File: config.mk
export PLATFORM = sky130hd
export DESIGN_NAME = wsr_read_mux
export DESIGN_NICKNAME = d
export VERILOG_FILES = /design/src/rtl/wsr_pkg.sv /design/src/rtl/wsr_bus_decode.sv /design/src/rtl/wsr_toggle_gen.sv /design/src/rtl/wsr_status_fmt.sv /design/src/rtl/wsr_read_mux.sv
export SDC_FILE = /design/constraint.sdc
export NUM_CORES = 1
export LEC_CHECK = 0
export BUFFER_PORTS_ARGS = -buffer_cell sky130_fd_sc_hd__buf_2
export CAP_MARGIN = 0
export CORE_MARGIN = 2
export CORE_UTILIZATION = 37
export CTS_CLUSTER_SIZE = 12
export DETAILED_ROUTE_END_ITERATION = 16
export PLACE_DENSITY_LB_ADDON = 0.2
export SKIP_CTS_REPAIR_TIMING = 1
export SYNTH_ARGS = -nofsm -noshare
export SYNTH_HDL_FRONTEND = slang
export SYNTH_SLANG_ARGS = --single-unit
File: constraint.sdc
create_clock -name clk -period 1.3 [get_ports clk]
set_clock_uncertainty 0.2 [all_clocks]
set_input_delay 0.13 -clock clk [delete_from_list [all_inputs] [get_ports clk]]
set_output_delay 0.13 -clock clk [all_outputs]
set_load 0.1 [all_outputs]
File: src/rtl/wsr_pkg.sv
package wsr_pkg;
  localparam int BYTE_W = 8;
  localparam int RSV_W  = 3;

  // Field order fixes the bit position each reader decodes.
  typedef struct packed {
    logic             poll;   // bit 7
    logic             tog;    // bit 6
    logic             tmr;    // bit 5
    logic [RSV_W-1:0] rsv;    // bits 4..2
    logic             abort;  // bit 1
    logic             prot;   // bit 0
  } stat_byte_t;
endpackage

File: src/rtl/wsr_bus_decode.sv
module wsr_bus_decode (
  input  logic clk,
  input  logic rst_n,
  input  logic ce_n,
  input  logic oe_n,
  input  logic we_n,
  output logic read_cond,
  output logic read_start
);
  logic oe_prev_q;
  logic oe_prev_d;

  always_comb begin
    read_cond  = ~ce_n & ~oe_n & we_n;
    read_start = read_cond & oe_prev_q;
    oe_prev_d  = oe_n;
  end

  always_ff @(posedge clk or negedge rst_n) begin
    if (!rst_n) oe_prev_q <= 1'b1;
    else        oe_prev_q <= oe_prev_d;
  end
endmodule

File: src/rtl/wsr_toggle_gen.sv
module wsr_toggle_gen (
  input  logic clk,
  input  logic rst_n,
  input  logic win_open,
  input  logic read_start,
  output logic tog_now
);
  logic win_q, win_d;
  logic held_q, held_d;
  logic next_q, next_d;
  logic next_eff;

  always_comb begin
    win_d    = win_open;
    next_eff = (win_open & ~win_q) ? 1'b0 : next_q;
    if (read_start) begin
      held_d = next_eff;
      next_d = ~next_eff;
    end else begin
      held_d = held_q;
      next_d = next_eff;
    end
    tog_now = held_d;
  end

  always_ff @(posedge clk or negedge rst_n) begin
    if (!rst_n) begin
      win_q  <= 1'b0;
      held_q <= 1'b0;
      next_q <= 1'b0;
    end else begin
      win_q  <= win_d;
      held_q <= held_d;
      next_q <= next_d;
    end
  end
endmodule

File: src/rtl/wsr_status_fmt.sv
module wsr_status_fmt
  import wsr_pkg::*;
(
  input  logic       last_msb,
  input  logic       tog,
  input  logic       tmr,
  input  logic       abort,
  input  logic       prot,
  output stat_byte_t stat
);
  always_comb begin
    stat.poll  = ~last_msb;
    stat.tog   = tog;
    stat.tmr   = tmr;
    stat.rsv   = '0;
    stat.abort = abort;
    stat.prot  = prot;
  end
endmodule

File: src/rtl/wsr_read_mux.sv
module wsr_read_mux
  import wsr_pkg::*;
(
  input  logic              clk,
  input  logic              rst_n,
  input  logic              ce_n,
  input  logic              oe_n,
  input  logic              we_n,
  input  logic              prog_busy,
  input  logic              load_active,
  input  logic [BYTE_W-1:0] last_byte,
  input  logic              timer_expired,
  input  logic              page_abort,
  input  logic              protect_on,
  input  logic [BYTE_W-1:0] array_rdata,
  output logic [BYTE_W-1:0] dq_out,
  output logic              dq_oe
);
  logic              read_cond;
  logic              read_start;
  logic              win_open;
  logic              tog_now;
  stat_byte_t        stat;
  logic              drive_q, drive_d;
  logic [BYTE_W-1:0] data_q, data_d;

  assign win_open = prog_busy | load_active;

  wsr_bus_decode u_dec (
    .clk(clk), .rst_n(rst_n), .ce_n(ce_n), .oe_n(oe_n), .we_n(we_n),
    .read_cond(read_cond), .read_start(read_start)
  );

  wsr_toggle_gen u_tog (
    .clk(clk), .rst_n(rst_n), .win_open(win_open),
    .read_start(read_start), .tog_now(tog_now)
  );

  wsr_status_fmt u_fmt (
    .last_msb(last_byte[BYTE_W-1]), .tog(tog_now), .tmr(timer_expired),
    .abort(page_abort), .prot(protect_on), .stat(stat)
  );

  always_comb begin
    drive_d = read_cond;
    if (!read_cond)    data_d = '0;
    else if (win_open) data_d = stat;
    else               data_d = array_rdata;
  end

  always_ff @(posedge clk or negedge rst_n) begin
    if (!rst_n) begin
      drive_q <= 1'b0;
      data_q  <= '0;
    end else begin
      drive_q <= drive_d;
      data_q  <= data_d;
    end
  end

  assign dq_out = data_q;
  assign dq_oe  = drive_q;
endmodule

### Yosys cells after proc, flatten, opt, wreduce, memory -nomap -nowiden

Index checks and enable logic that the tools add are counted.

* input bits: 26
* bits in registers: 13
* ROM bits: 0
* RAM bits: 0
* word-level logic and storage cells: 21
* memories: 0
* bits in latches: 0
* output and inout bits: 9

* add/subtract/negate cells: 0
* shift operators: 0
* divide/modulo/power cells: 0
* bitwise gates (word level): 10
* $lt $le $gt $ge: 0
* equality and inequality tests: 0
* multipliers: 0
* reductions and logical operators: 0
* muxes and demuxes: 5

Operators with widths (number)
* $mux 8: 2
* $not 1->1: 5
* $and 1x1->1: 4
* $mux 1: 3
* $or 1x1->1: 1

### Longest topological paths before layout

* word-level depth: 7
* mapped depth: 5
* depth with buffers taken out: 5

### Hierarchy

Synthesis repeated with hierarchy kept, for this count alone.

* cells, all modules: 60
* area, all modules: 653.1 sq um

Modules (own cells, without submodules)
* wsr_read_mux: seq. area each 225.2 sq um, cells an instance 39, area an instance 429.2 sq um, instances 1
* wsr_toggle_gen: seq. area each 75.1 sq um, cells an instance 9, area an instance 117.6 sq um, instances 1
* wsr_status_fmt: seq. area each 0.0 sq um, cells an instance 9, area an instance 60.1 sq um, instances 1
* wsr_bus_decode: seq. area each 26.3 sq um, cells an instance 3, area an instance 46.3 sq um, instances 1

### Least setup slack after synthesis

Ideal clock, no wire load.

* path type: reg2out
* start: register drive_q, in the netlist dq_oe
* end: output port dq_oe
* cell stages (with the launch flop): 1
* setup slack: 0.087 ns
* data arrival time: 0.883 ns
* required time: 0.970 ns
* buffers on the path: 0
* cell sequence: dfrtp_1

RTL lines
* start, declared: RTL line wsr_read_mux.sv:24 `logic drive_q, drive_d;`
* start signal, assigned: RTL line wsr_read_mux.sv:56 `drive_q <= drive_d;`
* end, declared: RTL line wsr_read_mux.sv:17 `output logic dq_oe`

No word-level cell between the ends.

### Final worst setup path

* start: register data_q[1], in the netlist dq_out[1]
* end: output port dq_out[1]

RTL lines
* start, declared: RTL line wsr_read_mux.sv:25 `logic [BYTE_W-1:0] data_q, data_d;`
* start signal, assigned: RTL line wsr_read_mux.sv:57 `data_q <= data_d;`
* end, declared: RTL line wsr_read_mux.sv:16 `output logic [BYTE_W-1:0] dq_out,`

No word-level cell between the ends.

==> impl_metrics.tcl <==
set metrics [dict create \
    status "finished with violations" \
    violations "negative hold slack" \
    drt_iter0_markers 5 \
    synth.area.mux_share_pct 2.036 \
    grt_max_degree 14 \
    synthTopCellsByArea "dfrtp_1 (61%), dfstp_2 (5.3%), nand2_1 (4.6%)" \
    cts_buffer_depth 2 \
    antenna_found_initial 0 \
    num_vias 465 \
    async_flop_share_pct 100.0 \
    drc 0 \
    synth_cells 41 \
    crit_type "register to output port" \
    finalHoldWorstSlack_ns -0.03442 \
    clk_pin_slew_ns 0.07 \
    yosys.area_share.simple_pct 16.28 \
    power.switching_mw 0.2448 \
    reg2reg_depth 3 \
    fmax_mhz 848.4 \
    critPathTopFamily "flip-flops" \
    min_from "prog_busy" \
    cts_made_buffers 3 \
    maxSlewViolCount 0 \
    grt_use_total_pct 14.15 \
    synth_compound_area_share_pct 10.18 \
    grt_pass1_wl_mm 1.462 \
    cp.required_ns 0.97 \
    htreeDepth 1 \
    ys_warn_count 0 \
    grt_overflow_total 0 \
    avgViaCountPerCell 4.515 \
    tightestPinTransition_ns 0.2830 \
    drive_above_1_share_pct 43.18 \
    placed_cells 83 \
    path_buf_inv 1 \
    synthAdderAreaFrac_pct 0 \
    hold_viol 4 \
    end_kind "output port" \
    io_buffers 27 \
    slew_headroom_pct 81.13 \
    cts_tree "yes" \
    tns_ns 0 \
    p_int_mw 0.6468 \
    area_growth_syn_to_layout_pct 96.69 \
    synth_top_area_share_pct 61.07 \
    fin_crit_ns 1.179 \
    r2r_end "dq_out[6]$_DFF_PN0_" \
    setup_violations 0 \
    place.gp.congestion 0.6633 \
    synth_edf_count 0 \
    diodes 0 \
    die_area_um2 1637 \
    clkPwrFrac_pct 26.9 \
    synth_top_family_by_area "simple AND/OR/NAND/NOR gates" \
    initial_utilization_pct 38.76 \
    hold_path.class "input pin to register" \
    total_power_mw 0.8915 \
    wire_per_inst_um 11.09 \
    synth_top_cell_by_area "dfrtp_1" \
    fin_nets 115 \
    cts_sinks 13 \
    drv_cap 0 \
    ff2ff_setup_slack_ns 0.16 \
    synth_ff_type "dfrtp_1" \
    critPathArrivalTime_ns 0.85 \
    pwr-share-comb_pct 23.3 \
    synth.yosys.seq_area_share_pct 66.41 \
    swShare_pct 27.45 \
    powerDensity_nw_per_um2 921.8 \
    boundaryPins 35 \
    worstPathMaxFanout 1 \
    root_buffer "clkbuf_4" \
    worstReg2RegStart "u_dec.oe_prev_q$_DFF_PN1_" \
    p_leak_nw 0.4734 \
    synth.ff_latch_count 13 \
    die_w_um 40.46 \
    final_area_um2 967.2 \
    min_path_cells 4 \
    die_h_um 40.46 \
    drtAntennaViolNets 0 \
    syn-cell-area_um2 491.7 \
    slowest_delay_ns 0.41 \
    drtPass1Iterations 3 \
    synth_common_cells "dfrtp_1 (12), nand2_1 (6), a21oi_1 (4), and3_1 (3)" \
    clkLatencyLatePin_ns 0.27 \
    drt_wl_total_mm 1.142 \
    holdPathEnd "dq_out[1]$_DFF_PN0_" \
    num_rows 13 \
    nFillCells 80 \
    final_cells 103 \
    rsz0062_at_grt "no" \
    cpMaxStageDelayCell "dfrtp_1" \
    syn-num-nets 67 \
    synth.most_common_cell "dfrtp_1" \
    core_um2 1269 \
    grt_pass1_vias 358 \
    crit_path_cell_trace "buf_12" \
    synthXorXnorAreaFrac_pct 1.781 \
    ir_worst_vdd_mv 0.6025 \
    cp-start-kind "register" \
    synth_cell_types 18 \
    place_area_um2 780.7 \
    syn_area_per_cell_um2 11.99 \
    fin_crit_sh_pct 90.66 \
    power_frac_seq_pct 49.8 \
]
[worst register-to-register path: stages, from the launching register on]
cell	delay, ns
dfstp_2	0.56
nand3_1	0.08
o21a_1	0.10
a21oi_1	0.13
[kinds of logic (layout without fill, tap and decap cells)]
logic type / Yosys count / in the layout
and+or+nand+nor: 15 / 15
xor gates and xnor gates: 1 / 1
DFF: 13 / 13
AOI/OAI and AO/OA: 8 / 8
buffers and inverters: 3 / 50
muxes: 1 / 1
[layout by cell type (no fill, tap or decap), types with 2 or more instances in the layout]
| master | count |
|---|---|
| o21ai_1 | 2 |
| clkbuf_4 | 3 |
| nand2_1 | 6 |
| nand2_2 | 2 |
| a21oi_1 | 4 |
| dlygate4sd3_1 | 16 |
| buf_2 | 18 |
| and3_1 | 3 |
| buf_12 | 9 |
| dfrtp_1 | 12 |
[area by class of cell]
cell class	instances	area (um^2)	share of cell area [%]
clock buffers	4	26.28	2.717
inverters	3	16.27	1.682
multi-input cells	25	148.9	15.39
flip-flops and latches	13	326.6	33.76
well taps	15	18.77	1.940
repair buffers	43	430.4	44.50
[layer usage]
layer	part of all wire (%)	global-route usage [%]	vias up	wire, um
li1	-	-	231	-
met2	58	21.43	18	658
met4	0	10.00	0	0
met3	4.7	3.333	0	54
met5	0	0	-	0
met1	38	17.48	216	429
[flip-flops by register name (all words and copies together) (netlist names)]
name,flops
dq_out,8
dq_oe,1
u_dec.oe_prev_q,1
u_tog.held_q,1
u_tog.next_q,1
u_tog.win_q,1
[how the worst max path moves through the flow]
stage | endpoint | slack, ns | startpoint | cells past startpoint
after global placement | dq_out[6]$_DFF_PN0_ | 0.18 | u_dec.oe_prev_q$_DFF_PN1_ | 3
after CTS | dq_out[4] | 0.11 | dq_out[4]$_DFF_PN0_ | 1
after global routing | u_tog.win_q$_DFF_PN0_ | 0.07 | load_active | 4
final | dq_out[1] | 0.12 | dq_out[1]$_DFF_PN0_ | 1
after floorplan | dq_oe | 0.09 | dq_oe$_DFF_PN0_ | 0
after detailed placement | dq_out[6]$_DFF_PN0_ | 0.17 | u_dec.oe_prev_q$_DFF_PN1_ | 3
[through the flow]
step                utilization [%]  setup slack, ns
floorplan                         -          0.08675
global placement              61.54           0.1784
detailed placement            61.54           0.1724
CTS                           63.61           0.1082
global route                  76.23          0.07103
finish                        76.23           0.1214
[power by group through the flow]
stage	Sequential, mW	Clock (mW)	Combinational, mW
after floorplan	0.496	0	0.0460
after global placement	0.451	0	0.167
after detailed placement	0.452	0	0.169
after CTS	0.444	0.250	0.170
after global routing	0.446	0.262	0.226
final	0.444	0.240	0.208
No activity file was read; power rests on OpenSTA's default activity.
